==> config.mk <==
export PLATFORM = sky130hd
export DESIGN_NAME = sram_lane_ctrl
export DESIGN_NICKNAME = d
export VERILOG_FILES = /design/src/rtl/sram_ctrl_pkg.sv /design/src/rtl/sram_seq.sv /design/src/rtl/sram_pins.sv /design/src/rtl/sram_rdcap.sv /design/src/rtl/sram_lane_ctrl.sv
export SDC_FILE = /design/constraint.sdc
export NUM_CORES = 1
export LEC_CHECK = 0
export BUFFER_PORTS_ARGS = -buffer_cell sky130_fd_sc_hd__buf_2
export CAP_MARGIN = 40
export CORE_UTILIZATION = 46
export CTS_CLUSTER_SIZE = 16
export DETAILED_ROUTE_END_ITERATION = 16
export PLACE_DENSITY = 0.78
export RECOVER_POWER = 25
export SETUP_SLACK_MARGIN = 0.2
export SYNTH_ARGS = -nofsm -noshare
export SYNTH_HDL_FRONTEND = slang
export SYNTH_SLANG_ARGS = --single-unit
==> constraint.sdc <==
create_clock -name clk -period 2.29 [get_ports clk]
set_clock_uncertainty 0.15 [all_clocks]
set_input_delay 0.229 -clock clk [delete_from_list [all_inputs] [get_ports clk]]
set_output_delay 0.229 -clock clk [all_outputs]
set_load 0.05 [all_outputs]
==> src/rtl/sram_ctrl_pkg.sv <==
`timescale 1ns/1ps
// Shared types and helpers for the SRAM lane controller.
// Assumes: helper functions are used only with positive divisors.
package sram_ctrl_pkg;

    typedef enum logic [1:0] {
        PH_IDLE  = 2'd0,
        PH_READ  = 2'd1,
        PH_WRITE = 2'd2
    } phase_t;

    // Ceiling division of nanoseconds by the clock period.
    function automatic int ceil_div(input int num, input int den);
        return (num + den - 1) / den;
    endfunction

    function automatic int max_of(input int a, input int b);
        return (a > b) ? a : b;
    endfunction

endpackage

==> src/rtl/sram_seq.sv <==
`timescale 1ns/1ps
// Access sequencer: accepts one request at a time, times the read window
// or write strobe, and holds off writes during the post-read turnaround.
// Assumes: RD_CYC and WR_CYC are at least 1.
module sram_seq
    import sram_ctrl_pkg::*;
#(
    parameter int RD_CYC = 2,
    parameter int WR_CYC = 2,
    parameter int TA_CYC = 1
) (
    input  logic clk,
    input  logic rst_n,
    input  logic req_valid,
    input  logic req_write,
    output logic req_ready,
    output logic acc,
    output logic fin,
    output logic fin_rd
);

    localparam int MAX_CYC = max_of(RD_CYC, WR_CYC);
    localparam int CNT_W   = $clog2(MAX_CYC + 1);
    localparam int TA_W    = $clog2(TA_CYC + 2);

    phase_t             phase;
    logic [CNT_W-1:0]   left;
    logic [TA_W-1:0]    ta_left;
    logic               hold_wr;

    // Handshake and end-of-access decode.
    always_comb begin
        hold_wr   = (ta_left != '0) && req_write;
        req_ready = (phase == PH_IDLE) && !hold_wr;
        acc       = req_valid && req_ready;
        fin       = (phase != PH_IDLE) && (left == '0);
        fin_rd    = fin && (phase == PH_READ);
    end

    // Phase and cycle counter of the current access.
    always_ff @(posedge clk) begin
        if (!rst_n) begin
            phase <= PH_IDLE;
            left  <= '0;
        end else begin
            case (phase)
                PH_IDLE: begin
                    if (acc) begin
                        phase <= req_write ? PH_WRITE : PH_READ;
                        left  <= req_write ? CNT_W'(WR_CYC - 1) : CNT_W'(RD_CYC - 1);
                    end
                end
                default: begin
                    if (left == '0) phase <= PH_IDLE;
                    else            left  <= left - 1'b1;
                end
            endcase
        end
    end

    // Turnaround window started when a read releases output enable.
    always_ff @(posedge clk) begin
        if (!rst_n)              ta_left <= '0;
        else if (fin_rd)         ta_left <= TA_W'(TA_CYC);
        else if (ta_left != '0)  ta_left <= ta_left - 1'b1;
    end

endmodule

==> src/rtl/sram_pins.sv <==
`timescale 1ns/1ps
// Pin driver: registers address, lane selects, strobes and bus drive for
// the whole access so no pin changes between acceptance and the end.
// Assumes: acc and fin never occur in the same cycle.
module sram_pins #(
    parameter int ADDR_W = 16,
    parameter int DATA_W = 16
) (
    input  logic              clk,
    input  logic              rst_n,
    input  logic              acc,
    input  logic              fin,
    input  logic              req_write,
    input  logic [ADDR_W-1:0] req_addr,
    input  logic [DATA_W-1:0] req_wdata,
    input  logic [1:0]        req_be,
    output logic [ADDR_W-1:0] mem_addr,
    output logic              mem_ce_n,
    output logic              mem_oe_n,
    output logic              mem_we_n,
    output logic              mem_ub_n,
    output logic              mem_lb_n,
    output logic [DATA_W-1:0] mem_dq_out,
    output logic              mem_dq_oe,
    output logic [1:0]        lanes
);

    // Control pins: set on acceptance, released at the end of the access.
    always_ff @(posedge clk) begin
        if (!rst_n) begin
            mem_ce_n  <= 1'b1;
            mem_oe_n  <= 1'b1;
            mem_we_n  <= 1'b1;
            mem_ub_n  <= 1'b1;
            mem_lb_n  <= 1'b1;
            mem_dq_oe <= 1'b0;
        end else if (acc) begin
            mem_ce_n  <= 1'b0;
            mem_oe_n  <= req_write;
            mem_we_n  <= !req_write;
            mem_ub_n  <= !req_be[1];
            mem_lb_n  <= !req_be[0];
            mem_dq_oe <= req_write;
        end else if (fin) begin
            mem_ce_n  <= 1'b1;
            mem_oe_n  <= 1'b1;
            mem_we_n  <= 1'b1;
            mem_ub_n  <= 1'b1;
            mem_lb_n  <= 1'b1;
            mem_dq_oe <= 1'b0;
        end
    end

    // Address, data and lane record: captured once per access.
    always_ff @(posedge clk) begin
        if (!rst_n) begin
            mem_addr   <= '0;
            mem_dq_out <= '0;
            lanes      <= '0;
        end else if (acc) begin
            mem_addr   <= req_addr;
            mem_dq_out <= req_wdata;
            lanes      <= req_be;
        end
    end

endmodule

==> src/rtl/sram_rdcap.sv <==
`timescale 1ns/1ps
// Read capture: samples the bus in the last cycle of the read window,
// zeroes unselected lanes and raises a one-cycle valid strobe.
// Assumes: DATA_W is even, split into two equal lanes.
module sram_rdcap #(
    parameter int DATA_W = 16
) (
    input  logic              clk,
    input  logic              rst_n,
    input  logic              fin_rd,
    input  logic [1:0]        lanes,
    input  logic [DATA_W-1:0] dq_in,
    output logic              rd_valid,
    output logic [DATA_W-1:0] rd_data,
    output logic [1:0]        rd_lanes
);

    localparam int LANE_W = DATA_W / 2;

    logic [DATA_W-1:0] masked;

    for (genvar g = 0; g < 2; g++) begin : g_lane
        // Keep a lane only if it was selected.
        assign masked[g*LANE_W +: LANE_W] = lanes[g] ? dq_in[g*LANE_W +: LANE_W] : '0;
    end

    // Result registers and strobe.
    always_ff @(posedge clk) begin
        if (!rst_n) begin
            rd_valid <= 1'b0;
            rd_data  <= '0;
            rd_lanes <= '0;
        end else begin
            rd_valid <= fin_rd;
            if (fin_rd) begin
                rd_data  <= masked;
                rd_lanes <= lanes;
            end
        end
    end

endmodule

==> src/rtl/sram_lane_ctrl.sv <==
`timescale 1ns/1ps
// Top: clocked request port to asynchronous 16-bit SRAM with lane selects.
// Timing limits are given in ns and turned into cycle counts by rounding up.
// Assumes: requester holds request fields steady while req_valid is high.
module sram_lane_ctrl
    import sram_ctrl_pkg::*;
#(
    parameter int ADDR_W     = 16,
    parameter int DATA_W     = 16,
    parameter int CLK_NS     = 10,
    parameter int T_CYCLE_NS = 15,
    parameter int T_WP_NS    = 10,
    parameter int T_AW_NS    = 10,
    parameter int T_DS_NS    = 7,
    parameter int T_OE_NS    = 7,
    parameter int T_OHZ_NS   = 7
) (
    input  logic              clk,
    input  logic              rst_n,
    input  logic              req_valid,
    output logic              req_ready,
    input  logic              req_write,
    input  logic [ADDR_W-1:0] req_addr,
    input  logic [DATA_W-1:0] req_wdata,
    input  logic [1:0]        req_be,
    output logic              rd_valid,
    output logic [DATA_W-1:0] rd_data,
    output logic [1:0]        rd_lanes,
    output logic [ADDR_W-1:0] mem_addr,
    output logic              mem_ce_n,
    output logic              mem_oe_n,
    output logic              mem_we_n,
    output logic              mem_ub_n,
    output logic              mem_lb_n,
    output logic [DATA_W-1:0] mem_dq_out,
    output logic              mem_dq_oe,
    input  logic [DATA_W-1:0] mem_dq_in
);

    localparam int RD_CYC = max_of(max_of(ceil_div(T_CYCLE_NS, CLK_NS),
                                          ceil_div(T_OE_NS, CLK_NS)), 1);
    localparam int WR_CYC = max_of(max_of(ceil_div(T_CYCLE_NS, CLK_NS),
                                          ceil_div(T_WP_NS, CLK_NS)),
                                   max_of(ceil_div(T_AW_NS, CLK_NS),
                                          max_of(ceil_div(T_DS_NS, CLK_NS), 1)));
    localparam int TA_CYC = ceil_div(T_OHZ_NS, CLK_NS);

    logic       acc, fin, fin_rd;
    logic [1:0] lanes;

    sram_seq #(
        .RD_CYC(RD_CYC), .WR_CYC(WR_CYC), .TA_CYC(TA_CYC)
    ) u_seq (
        .clk(clk), .rst_n(rst_n), .req_valid(req_valid), .req_write(req_write),
        .req_ready(req_ready), .acc(acc), .fin(fin), .fin_rd(fin_rd)
    );

    sram_pins #(
        .ADDR_W(ADDR_W), .DATA_W(DATA_W)
    ) u_pins (
        .clk(clk), .rst_n(rst_n), .acc(acc), .fin(fin), .req_write(req_write),
        .req_addr(req_addr), .req_wdata(req_wdata), .req_be(req_be),
        .mem_addr(mem_addr), .mem_ce_n(mem_ce_n), .mem_oe_n(mem_oe_n),
        .mem_we_n(mem_we_n), .mem_ub_n(mem_ub_n), .mem_lb_n(mem_lb_n),
        .mem_dq_out(mem_dq_out), .mem_dq_oe(mem_dq_oe), .lanes(lanes)
    );

    sram_rdcap #(
        .DATA_W(DATA_W)
    ) u_rdcap (
        .clk(clk), .rst_n(rst_n), .fin_rd(fin_rd), .lanes(lanes), .dq_in(mem_dq_in),
        .rd_valid(rd_valid), .rd_data(rd_data), .rd_lanes(rd_lanes)
    );

endmodule

# == Word-level counts from Yosys, hierarchy flattened ==
# Cells that the tools add are included.
# word_totals
register_bits,65
latch_bits,0
ram_bits,0
rom_bits,0
input_bits,54
out_inout_bits,58
word_cells,60
n_memories,0
# classes
addsub,2
n_mul,0
n_div,0
n_lt_le_gt_ge,0
eq_ne,3
shift,0
muxes,19
bitwise,1
reduce_logical,19
# op_table
operator,count
8-bit 2-to-1 mux,2
2-bit 2-to-1 mux,7
1-bit 2-to-1 mux,10
2-bit nonzero test,5
1-bit logical AND,5
1-bit logical NOT,4
2-bit logical NOT,2
2-bit AND reduction,2
"2-bit by 1-bit subtractor with 2-bit output, second input constant",2
"2-bit by 1-bit == test with 1-bit output, second input constant",1
"2-bit by 1-bit inequality test with 1-bit output, second input constant",1
"2-bit inequality test, second input constant",1
2-bit OR reduction,1
1-bit inverter,1

# == Longest topological paths before layout ==
# Gate-level depths: netlist of run 1.
# depth
depth_word,7
depth_mapped,7
ltp_nobuf,5

# == Modules after synthesis ==
# Synthesis of run 1 repeated with hierarchy kept, for this count alone.
# unflattened
cells_unflattened,249
area_unflattened_um2,2558.7
# by_module_without_submodules
module,n_inst,cells_each,area_per_inst_um2,seq_area_each_um2
sram_pins,1,131,1445.1,800.8
sram_rdcap,1,82,782.0,380.4
sram_seq,1,36,331.6,120.1

# == Worst setup path after synthesis of run 1 ==
# Ideal clock, no wire load.
# synth_timing
path_type,register to output
from,reg u_seq.phase[0]
to,out req_ready
arrival_ns,1.352
required_ns,1.911
setup_slack_ns,0.559
stages_incl_launch_ff,4
path_buffers,1
path_cell_list,dfxtp_1 -> or2_1 -> buf_6 -> nor2_1
# synth_via
elab_chain_cells,2
# synth_rtl
item,line_no,text
"start, declared",sram_seq.sv:26,phase_t phase;
"start signal, assigned",sram_seq.sv:49,phase <= req_write ? PH_WRITE : PH_READ;
2-bit logical NOT,sram_seq.sv:34,req_ready = (phase == PH_IDLE) && !hold_wr;
1-bit logical AND,sram_seq.sv:34,
"end, declared",sram_lane_ctrl.sv:21,"output logic req_ready,"
# No other way between the ends.

# == Final worst setup path of run 1 ==
# layout_timing
from,reg u_seq.ta_left[0]
to,out req_ready
# layout_via
elab_chain_cells,4
# layout_rtl
item,line_no,text
"start, declared",sram_seq.sv:28,logic [TA_W-1:0] ta_left;
"start signal, assigned",sram_seq.sv:64,else if (fin_rd) ta_left <= TA_W'(TA_CYC);
"start signal, assigned",sram_seq.sv:65,else if (ta_left != '0) ta_left <= ta_left - 1'b1;
2-bit nonzero test,sram_seq.sv:33,hold_wr = (ta_left != '0) && req_write;
1-bit logical AND,sram_seq.sv:33,
1-bit logical NOT,sram_seq.sv:34,
1-bit logical AND,sram_seq.sv:34,
# No other way between the ends.

==> results of run 1 <==
[critical path, stage by stage, from the launching register on]
cell and delay, ps:
dfxtp_1 350, inv_1 50, ha_1 260, nor2b_2 250, nor2_1 60, buf_2 220
[worst paths after layout]
| path | start | to |
|---|---|---|
| setup / recovery | u_seq.ta_left[0] | req_ready |
| hold / removal | req_wdata[2] | u_pins.mem_dq_out[2] |
| setup reg to reg | u_seq.left[0] | u_rdcap.rd_data[7] |
| hold reg to reg | u_pins.lanes[1] | u_pins.lanes[1] |
[final cells by class]
cell class | instances | area share
flip-flops and latches | 65 | 0.352
inverters | 7 | 0.00710
clock inverters | 1 | 0.00812
well taps | 70 | 0.0237
multi-input cells | 164 | 0.286
clock buffers | 15 | 0.0531
repair buffers | 160 | 0.271
[state kept, by name, summed over array words and instances (netlist names)]
| signal | count |
|---|---|
| u_pins.mem_addr | 16 |
| u_pins.mem_dq_out | 16 |
| u_rdcap.rd_data | 16 |
| u_pins.lanes | 2 |
| u_rdcap.rd_lanes | 2 |
| u_seq.left | 2 |
| u_seq.phase | 2 |
| u_seq.ta_left | 2 |
| u_pins.mem_ce_n | 1 |
| u_pins.mem_dq_oe | 1 |
| u_pins.mem_lb_n | 1 |
| u_pins.mem_oe_n | 1 |
| u_pins.mem_ub_n | 1 |
| u_pins.mem_we_n | 1 |
| u_rdcap.rd_valid | 1 |
[through the flow]
step	setup slack, ps	utilization
3_3_place_gp	507	0.591
6_report	402	0.715
2_1_floorplan	559	-
3_5_place_dp	441	0.591
4_1_cts	268	0.722
5_1_grt	283	0.715
[report_power, final]
| part | internal, mW | leakage (nW) | switching, mW |
|---|---|---|---|
| Combinational | 0.323 | 1.08 | 0.670 |
| Clock | 0.653 | 0.116 | 0.398 |
| Sequential | 1.26 | 0.531 | 0.0691 |
| Total | 2.23 | 1.73 | 1.14 |
[timing repair]
| item | 4_1_cts | 5_1_grt |
|---|---|---|
| endpoints found under the setup margin | 0 | 1 |
| gates resized for setup | 0 | 1 |
| hold endpoints to repair | 45 | 0 |
| hold buffers | 45 | 0 |
[cell families (layout without fill, tap and decap cells)]
logic type | after synthesis | count (layout) | share of synthesized area
multiplexers | 34 | 34 | 0.136
XOR/XNOR | 1 | 1 | 0.00349
flip-flops | 65 | 65 | 0.519
buffers and inverters | 24 | 183 | 0.0633
adder cells (fa/ha/maj) | 2 | 2 | 0.00997
AND/OR/NAND/NOR | 93 | 93 | 0.162
AO/OA/AOI/OAI | 34 | 34 | 0.106
[routing by layer]
| metal | part of all wire | track usage | vias up | wire length, um |
|---|---|---|---|---|
| met5 | 0 | 0 | - | 0 |
| met4 | 0.011 | 0.0926 | 0 | 68 |
| met3 | 0.067 | 0.0622 | 7 | 414 |
| met2 | 0.48 | 0.376 | 86 | 2980 |
| met1 | 0.44 | 0.235 | 1045 | 2710 |
| li1 | - | - | 1171 | - |
[cells in the final DEF (no fill, tap or decap), types with 3 or more instances in the layout]
master,n
a22o_1,16
dfxtp_1,65
nor3_1,3
clkbuf_8,14
dlygate4sd3_1,45
buf_2,83
buf_4,4
nand2_1,70
mux2i_1,33
clkbuf_1,29
a21oi_1,3
inv_1,6
nor2_1,5
==> reports/results.txt, run 1 <==
status: finished, final reports clean
worst-margin pin slew: 668 ps
largest net degree at the start of global routing: 41
Final Cell Area: 0.00370 mm2
die width: 75.9 um
Synth Register Bits: 65
FF-to-FF setup slack: 440 ps
full die area: 0.00575 mm2
CTS clk-pin slew, worst paths: 60 ps
Gate Count Post-Synth: 253
initial antenna violation count: 0
Overall Power: 3.37 mW
Post-synth ARST share: 0
share of the synthesized area in the top cell type: 0.519
share of layout cells above drive strength 1: 0.265
Routed WL: 6180 um
TNS Setup: 0 ps
Area Growth Syn to Fin: 47.5%
wire per inst: 12.8 um
Num CTS Buffers: 9
n_diodes: 0
WHS: 14.1 ps
Layout Cells excl Fill: 482
initial drt markers: 55
ranking of synthesized cells by area: dfxtp_1, mux2i_1, nand2_1
most instantiated library cell after synthesis: nand2_1
Die H: 75.9 um
vias per cell: 4.79
Port Buffer Count: 111
Slew HR: 0.554
Pleak: 1.73 nW
Sequential Area: 0.00130 mm2
Post CTS Setup Buffer Count: 0
global-route wire length before repair: 9030 um
core area: 0.00517 mm2
GR Overflow Total: 0
Hold Violations, Final: 0
final setup violation count: 0
DRC Markers: 0
Fmax achieved: 0.530 GHz
IO Pins: 112
part of the cycle the worst path needs: 0.824
Synth area leader: dfxtp_1
HP Class: in2reg
vias in the first global route: 2,065
H-tree levels: 3
drt first pass iters: 4
global-route usage over all layers: 0.212
Clock Path Buffers: 2
Placer Congestion: 0.767
highest ir drop seen on vdd: 0.531 mV
sequential share of the synthesized area: 0.519
Fill cells: 402
Max Cap Viol: 0
worst skew pair latency: 320 ps
ANT nets after route: 0
maximum fanout along the worst path: 5
unrepaired setup endpoints after global routing: no
HPWL after DPL: 3690 um
max-slew violation count: 0
Syn Nets: 309
Site Rows: 26
Root Buffer: clkbuf_8
Syn Area/Cell: 9.92 um2
Final Net Count: 463
predominant post-synthesis flop cell: dfxtp_1
fin crit period: 1890 ps
worst hold stages: 3
Post-synth top cells: nand2_1, dfxtp_1, mux2i_1, a22o_1, clkbuf_1
Post-synth EDFFs: 0
CTS Sinks: 65
Initial Utilization: 0.485
Inst Count DP: 421
DP Area: 0.00306 mm2
Critical Path Source Type: register
total power divided by cell area: 911 mW/mm2
Setup CP Type: reg2out
R2R depth: 5
via count: 2,309
CTS tree: built
Setup crit end kind: output port
library cells used by synthesis: 39
area occupied by multi-input gates: 0.00106 mm2
Worst Path Arrival: 1510 ps
Yosys Warn Count: 0
Critical Path RT: 1910 ps
synthesized area: 0.00251 mm2
No activity file was read; power rests on OpenSTA's default activity.
==> run 2, diff against run 1 <==
- ABC_AREA: not set -> 1
- CORE_UTILIZATION: 46 -> 47
- PLACE_DENSITY: 0.78 -> 0.79
- clock period: 2.29 -> 1.9 ns (I/O delays scaled with it)
==> run 2 against run 1 <==
Core utilization up 6.7 points. Largest power group is now combinational logic. Synthesized cell count up 43%. Hold slack better by 46 ps. Design area up 10%. Setup slack worse by 310 ps. Synthesized area up 3.1%. Total power up 55%. Final cell count up 26%. Non-clock buffer count up 13. Sequential share of layout area down 3.2 points. Global-route usage up 3.2 points.
==> reports/results.txt, run 2 <==
status: finished, final reports clean
final setup violation count: 0
ANT nets after route: 0
Routed WL: 8080 um
Fmax achieved: 0.554 GHz
FF-to-FF setup slack: 100 ps
maximum fanout along the worst path: 10
full die area: 0.00580 mm2
CTS Sinks: 65
H-tree levels: 3
unrepaired setup endpoints after global routing: no
max-slew violation count: 0
Final Cell Area: 0.00407 mm2
DRC Markers: 0
crit path buf inv count: 3
Area Growth Syn to Fin: 57.5%
Pleak: 2.05 nW
Initial Utilization: 0.497
Gate Count Post-Synth: 363
most frequent cells in the layout: nand2_1, buf_2, nor2_1
Critical Path RT: 1990 ps
initial antenna violation count: 0
worst skew pair latency: 330 ps
most instantiated library cell after synthesis: nand2_1
Syn Nets: 419
HP Class: in2reg
via count: 2,942
Num CTS Buffers: 9
Placer Congestion: 0.822
HPWL after DPL: 4090 um
drt first pass iters: 5
die width: 76.2 um
ranking of synthesized cells by area: dfxtp_1, nand2_1, nor2_1
part of the cycle the worst path needs: 0.950
most common cell after layout, fill and taps aside: nand2_1
biggest regs: u_pins.mem_addr x16, u_pins.mem_dq_out x16, u_rdcap.rd_data x16
critical path's slowest cell: dfxtp_1
total power divided by cell area: 1280 mW/mm2
global-route wire length before repair: 11,500 um
worst-margin pin slew: 643 ps
sequential share of the synthesized area: 0.503
vias per cell: 4.86
largest net degree at the start of global routing: 45
Setup crit end kind: register
Worst Path Arrival: 1890 ps
Hold Violations, Final: 0
slowest cell delay on critical path: 350 ps
Final Net Count: 587
IO Pins: 112
Slew HR: 0.573
highest ir drop seen on vdd: 0.686 mV
global-route usage over all layers: 0.244
share of the synthesized area in the top cell type: 0.503
CTS tree: built
Syn Area/Cell: 7.12 um2
DP Area: 0.00320 mm2
Site Rows: 26
Fill cells: 369
Yosys Warn Count: 0
TNS Setup: 0 ps
Post-synth top cells: nand2_1, nor2_1, dfxtp_1, inv_1, nand3_1
Root Buffer: clkbuf_8
fin crit period: 1800 ps
Port Buffer Count: 111
GR Overflow Total: 0
Post-synth ARST share: 0
core area: 0.00520 mm2
Synth area leader: dfxtp_1
Max Cap Viol: 0
initial drt markers: 170
Setup CP Type: reg2reg
share of layout cells above drive strength 1: 0.222
CP top delay family: simple AND/OR/NAND/NOR gates
n_diodes: 0
CTS clk-pin slew, worst paths: 80 ps
Clock Path Buffers: 2
Post-synth EDFFs: 0
synthesized area: 0.00259 mm2
WHS: 60.6 ps
critical path cell sequence: inv_1, ha_4, inv_1, nand2_4, nand3_2, buf_6, nor2_1, nor2_1
library cells used by synthesis: 21
predominant post-synthesis flop cell: dfxtp_1
Die H: 76.2 um
Critical Path Source Type: register
Placement Setup Slack: 151 ps
crit path setup slack, layout: 95.3 ps
vias in the first global route: 2,669
wire per inst: 13.4 um
Synth Register Bits: 65
==> run 2: path summary, 6_finish.rpt <==
check	from	end	cells after the start
min reg2reg	u_rdcap.rd_lanes[1]	u_rdcap.rd_lanes[1]	2
max reg2reg	u_seq.ta_left[1]	u_pins.mem_dq_out[0]	8
max	u_seq.ta_left[1]	u_pins.mem_dq_out[0]	8
min	req_be[0]	u_pins.lanes[0]	3
==> run 2: per-layer routing <==
metal	vias to the layer above	share of wire	routed length, um	GRT usage
li1	1443	-	-	-
met1	1329	0.40	3240	0.269
met2	134	0.49	3940	0.428
met3	36	0.069	561	0.0599
met4	0	0.041	330	0.140
met5	-	0	0	0
==> run 2: cells by family (layout without fill, tap and decap cells) <==
group / after synthesis / count (layout) / share of synthesized area
compound gates: 28 / 28 / 0.0556
fa+ha+maj: 2 / 2 / 0.00967
buf+inv: 61 / 231 / 0.104
flops: 65 / 65 / 0.503
simple gates: 207 / 209 / 0.328
==> run 2: repair_timing <==
item	CTS	global route
hold buffers	48	0
hold endpoints to repair	48	0
setup buffers	0	3
setup endpoints to repair	26	40
gates resized for setup	2	5
cloned	0	8
pin swaps	0	4
==> run 2: where the power goes <==
part	switching [mW]	internal [mW]	total, mW
logic	1.44	0.675	2.12
clock network	0.523	0.860	1.38
registers	0.127	1.59	1.72
==> run 2: tightest hold or removal path: stages <==
cell and delay [ps]:
buf_2 100, nand4_1 120, a21oi_1 80
==> run 2: area by class of cell <==
class                           instances  area [um2]  area share
Clock buffer                            9         124      0.0304
Clock inverter                          6         108      0.0264
Inverter                               43         161      0.0396
Multi-Input combinational cell        239        1070       0.262
Sequential cell                        65        1300       0.319
Tap cell                               70        87.6      0.0215
Timing Repair Buffer                  173        1230       0.301
==> run 2: metrics by stage <==
stage          cells  total power [mW]   util
5_1_grt          605              5.48  0.783
3_3_place_gp     531              3.42  0.615
6_report         605              5.22  0.783
3_5_place_dp     531              3.47  0.615
2_1_floorplan    363              3.10      -
4_1_cts          594              4.94  0.754
==> run 3, diff against run 2 <==
- PLACE_DENSITY: 0.79 -> not set
- PLACE_DENSITY_LB_ADDON: not set -> 0.15
==> run 3 against run 2 <==
Non-clock buffer count is 1 higher. Critical endpoint is now req_ready. Count of clock-buffer cells in the layout grew 2. Die area is the same. Routed wire length down 2.2%. Sequential cell count did not move. Critical path depth fell by 3. Sequential share of layout area up 0.34 points. Design area decreased by 1.0%. Setup slack improved by 190 ps. Highest routed layer unchanged. Global-route usage grew 0.42 points.
==> reports/results.txt, run 3 (synthesis results as in run 2) <==
status: finished, final reports clean
n_diodes: 0
IO Pins: 112
most frequent cells in the layout: nand2_1, buf_2, nor2_1
Die H: 76.2 um
R2R depth: 8
Site Rows: 26
initial antenna violation count: 0
highest ir drop seen on vdd: 0.902 mV
Port Buffer Count: 111
final setup violation count: 0
fin crit period: 1620 ps
Area Growth Syn to Fin: 55.9%
die width: 76.2 um
DR WL met2: 4070 um
Setup crit end kind: output port
Layout Cells excl Fill: 606
global-route usage over all layers: 0.249
Critical Path Source Type: register
biggest regs: u_pins.mem_addr x16, u_pins.mem_dq_out x16, u_rdcap.rd_data x16
Inst Count DP: 530
Slew HR: 0.568
share of layout cells above drive strength 1: 0.224
full die area: 0.00580 mm2
Setup CP Type: reg2out
TNS Setup: 0 ps
FF-to-FF setup slack: 290 ps
Critical R2R Capture: u_pins.mem_addr[6]
ANT nets after route: 0
max-slew violation count: 0
wire per inst: 13.0 um
Placer Congestion: 0.794
uppermost layer routed: met4
worst skew pair latency: 330 ps
part of the cycle the worst path needs: 0.852
hold path startpoint: rst_n
Critical Path RT: 1560 ps
Final Net Count: 587
Routed WL: 7900 um
Worst Path Arrival: 1280 ps
met3 routed WL: 371 um
most common cell after layout, fill and taps aside: nand2_1
initial drt markers: 128
maximum fanout along the worst path: 5
Clock Path Buffers: 2
Initial Utilization: 0.497
Hold EP: u_pins.mem_lb_n
unrepaired setup endpoints after global routing: no
H-tree levels: 3
WHS: 43.1 ps
Max Cap Viol: 0
HPWL after DPL: 3910 um
CTS Sinks: 65
CTS tree: built
global-route wire length before repair: 11,600 um
wl on met1: 3260 um
total power divided by cell area: 1220 mW/mm2
vias per cell: 4.81
HP Class: in2reg
core area: 0.00520 mm2
worst hold stages: 2
Hold Violations, Final: 0
worst-margin pin slew: 651 ps
GR Overflow Total: 0
via count: 2,916
DRC Markers: 0
CTS clk-pin slew, worst paths: 70 ps
drt first pass iters: 4
vias in the first global route: 2,594
Fmax achieved: 0.618 GHz
Num CTS Buffers: 9
RR Startpoint: u_seq.ta_left[0]
Overall Power: 4.90 mW
Pleak: 2.02 nW
Root Buffer: clkbuf_8
largest net degree at the start of global routing: 40
-- run 3: worst max path at each step --
stage	to	slack, ps	from	depth (start not counted)
after CTS	u_seq.left[1]	200	u_seq.ta_left[0]	10
final	req_ready	280	u_seq.ta_left[0]	5
after floorplan	u_pins.mem_ce_n	430	u_seq.ta_left[0]	9
after global placement	u_seq.left[1]	210	u_seq.ta_left[0]	9
after detailed placement	u_seq.left[1]	130	u_seq.ta_left[0]	10
after global routing	u_seq.left[1]	200	u_seq.ta_left[0]	10
-- run 3: repair_timing --
item | in CTS | in global routing
gates resized for setup | 3 | 5
endpoints found under the setup margin | 32 | 44
hold buffers | 48 | 0
gates cloned | 1 | 8
buffers inserted | 0 | 3
endpoints found under the hold margin | 48 | 0
pin swaps | 0 | 3
-- run 3: per-layer routing --
metal,up-vias,global-route usage
li1,1451,-
met1,1342,0.272
met2,104,0.470
met3,19,0.0419
met4,0,0.106
met5,-,0
-- run 3: area by class of cell --
class | count | area [um2]
Clock buffer | 11 | 151
Clock inverter | 5 | 30.0
Multi-Input combinational cell | 238 | 1060
Fill cell | 403 | 1170
Sequential cell | 65 | 1300
Timing Repair Buffer | 174 | 1240
Inverter | 43 | 161
Tap cell | 70 | 87.6
-- run 3: per-stage QoR --
step           setup WS (ps)  area (um2)   util
2_1_floorplan            431        2590      -
3_3_place_gp             209        3180  0.611
3_5_place_dp             129        3180  0.611
4_1_cts                  201        3870  0.744
5_1_grt                  200        4030  0.775
6_report                 281        4030  0.775
-- run 3: report_power, final --
group          internal, mW  total (mW)  switching (mW)
sequential             1.59        1.71           0.117
clock                 0.538        1.06           0.525
combinational         0.692        2.13            1.44
-- run 3: critical path: stages (launching register included) --
cell and delay (ps):
dfxtp_1 320, inv_1 110, ha_4 160, inv_2 60, a21oi_2 130, buf_6 170
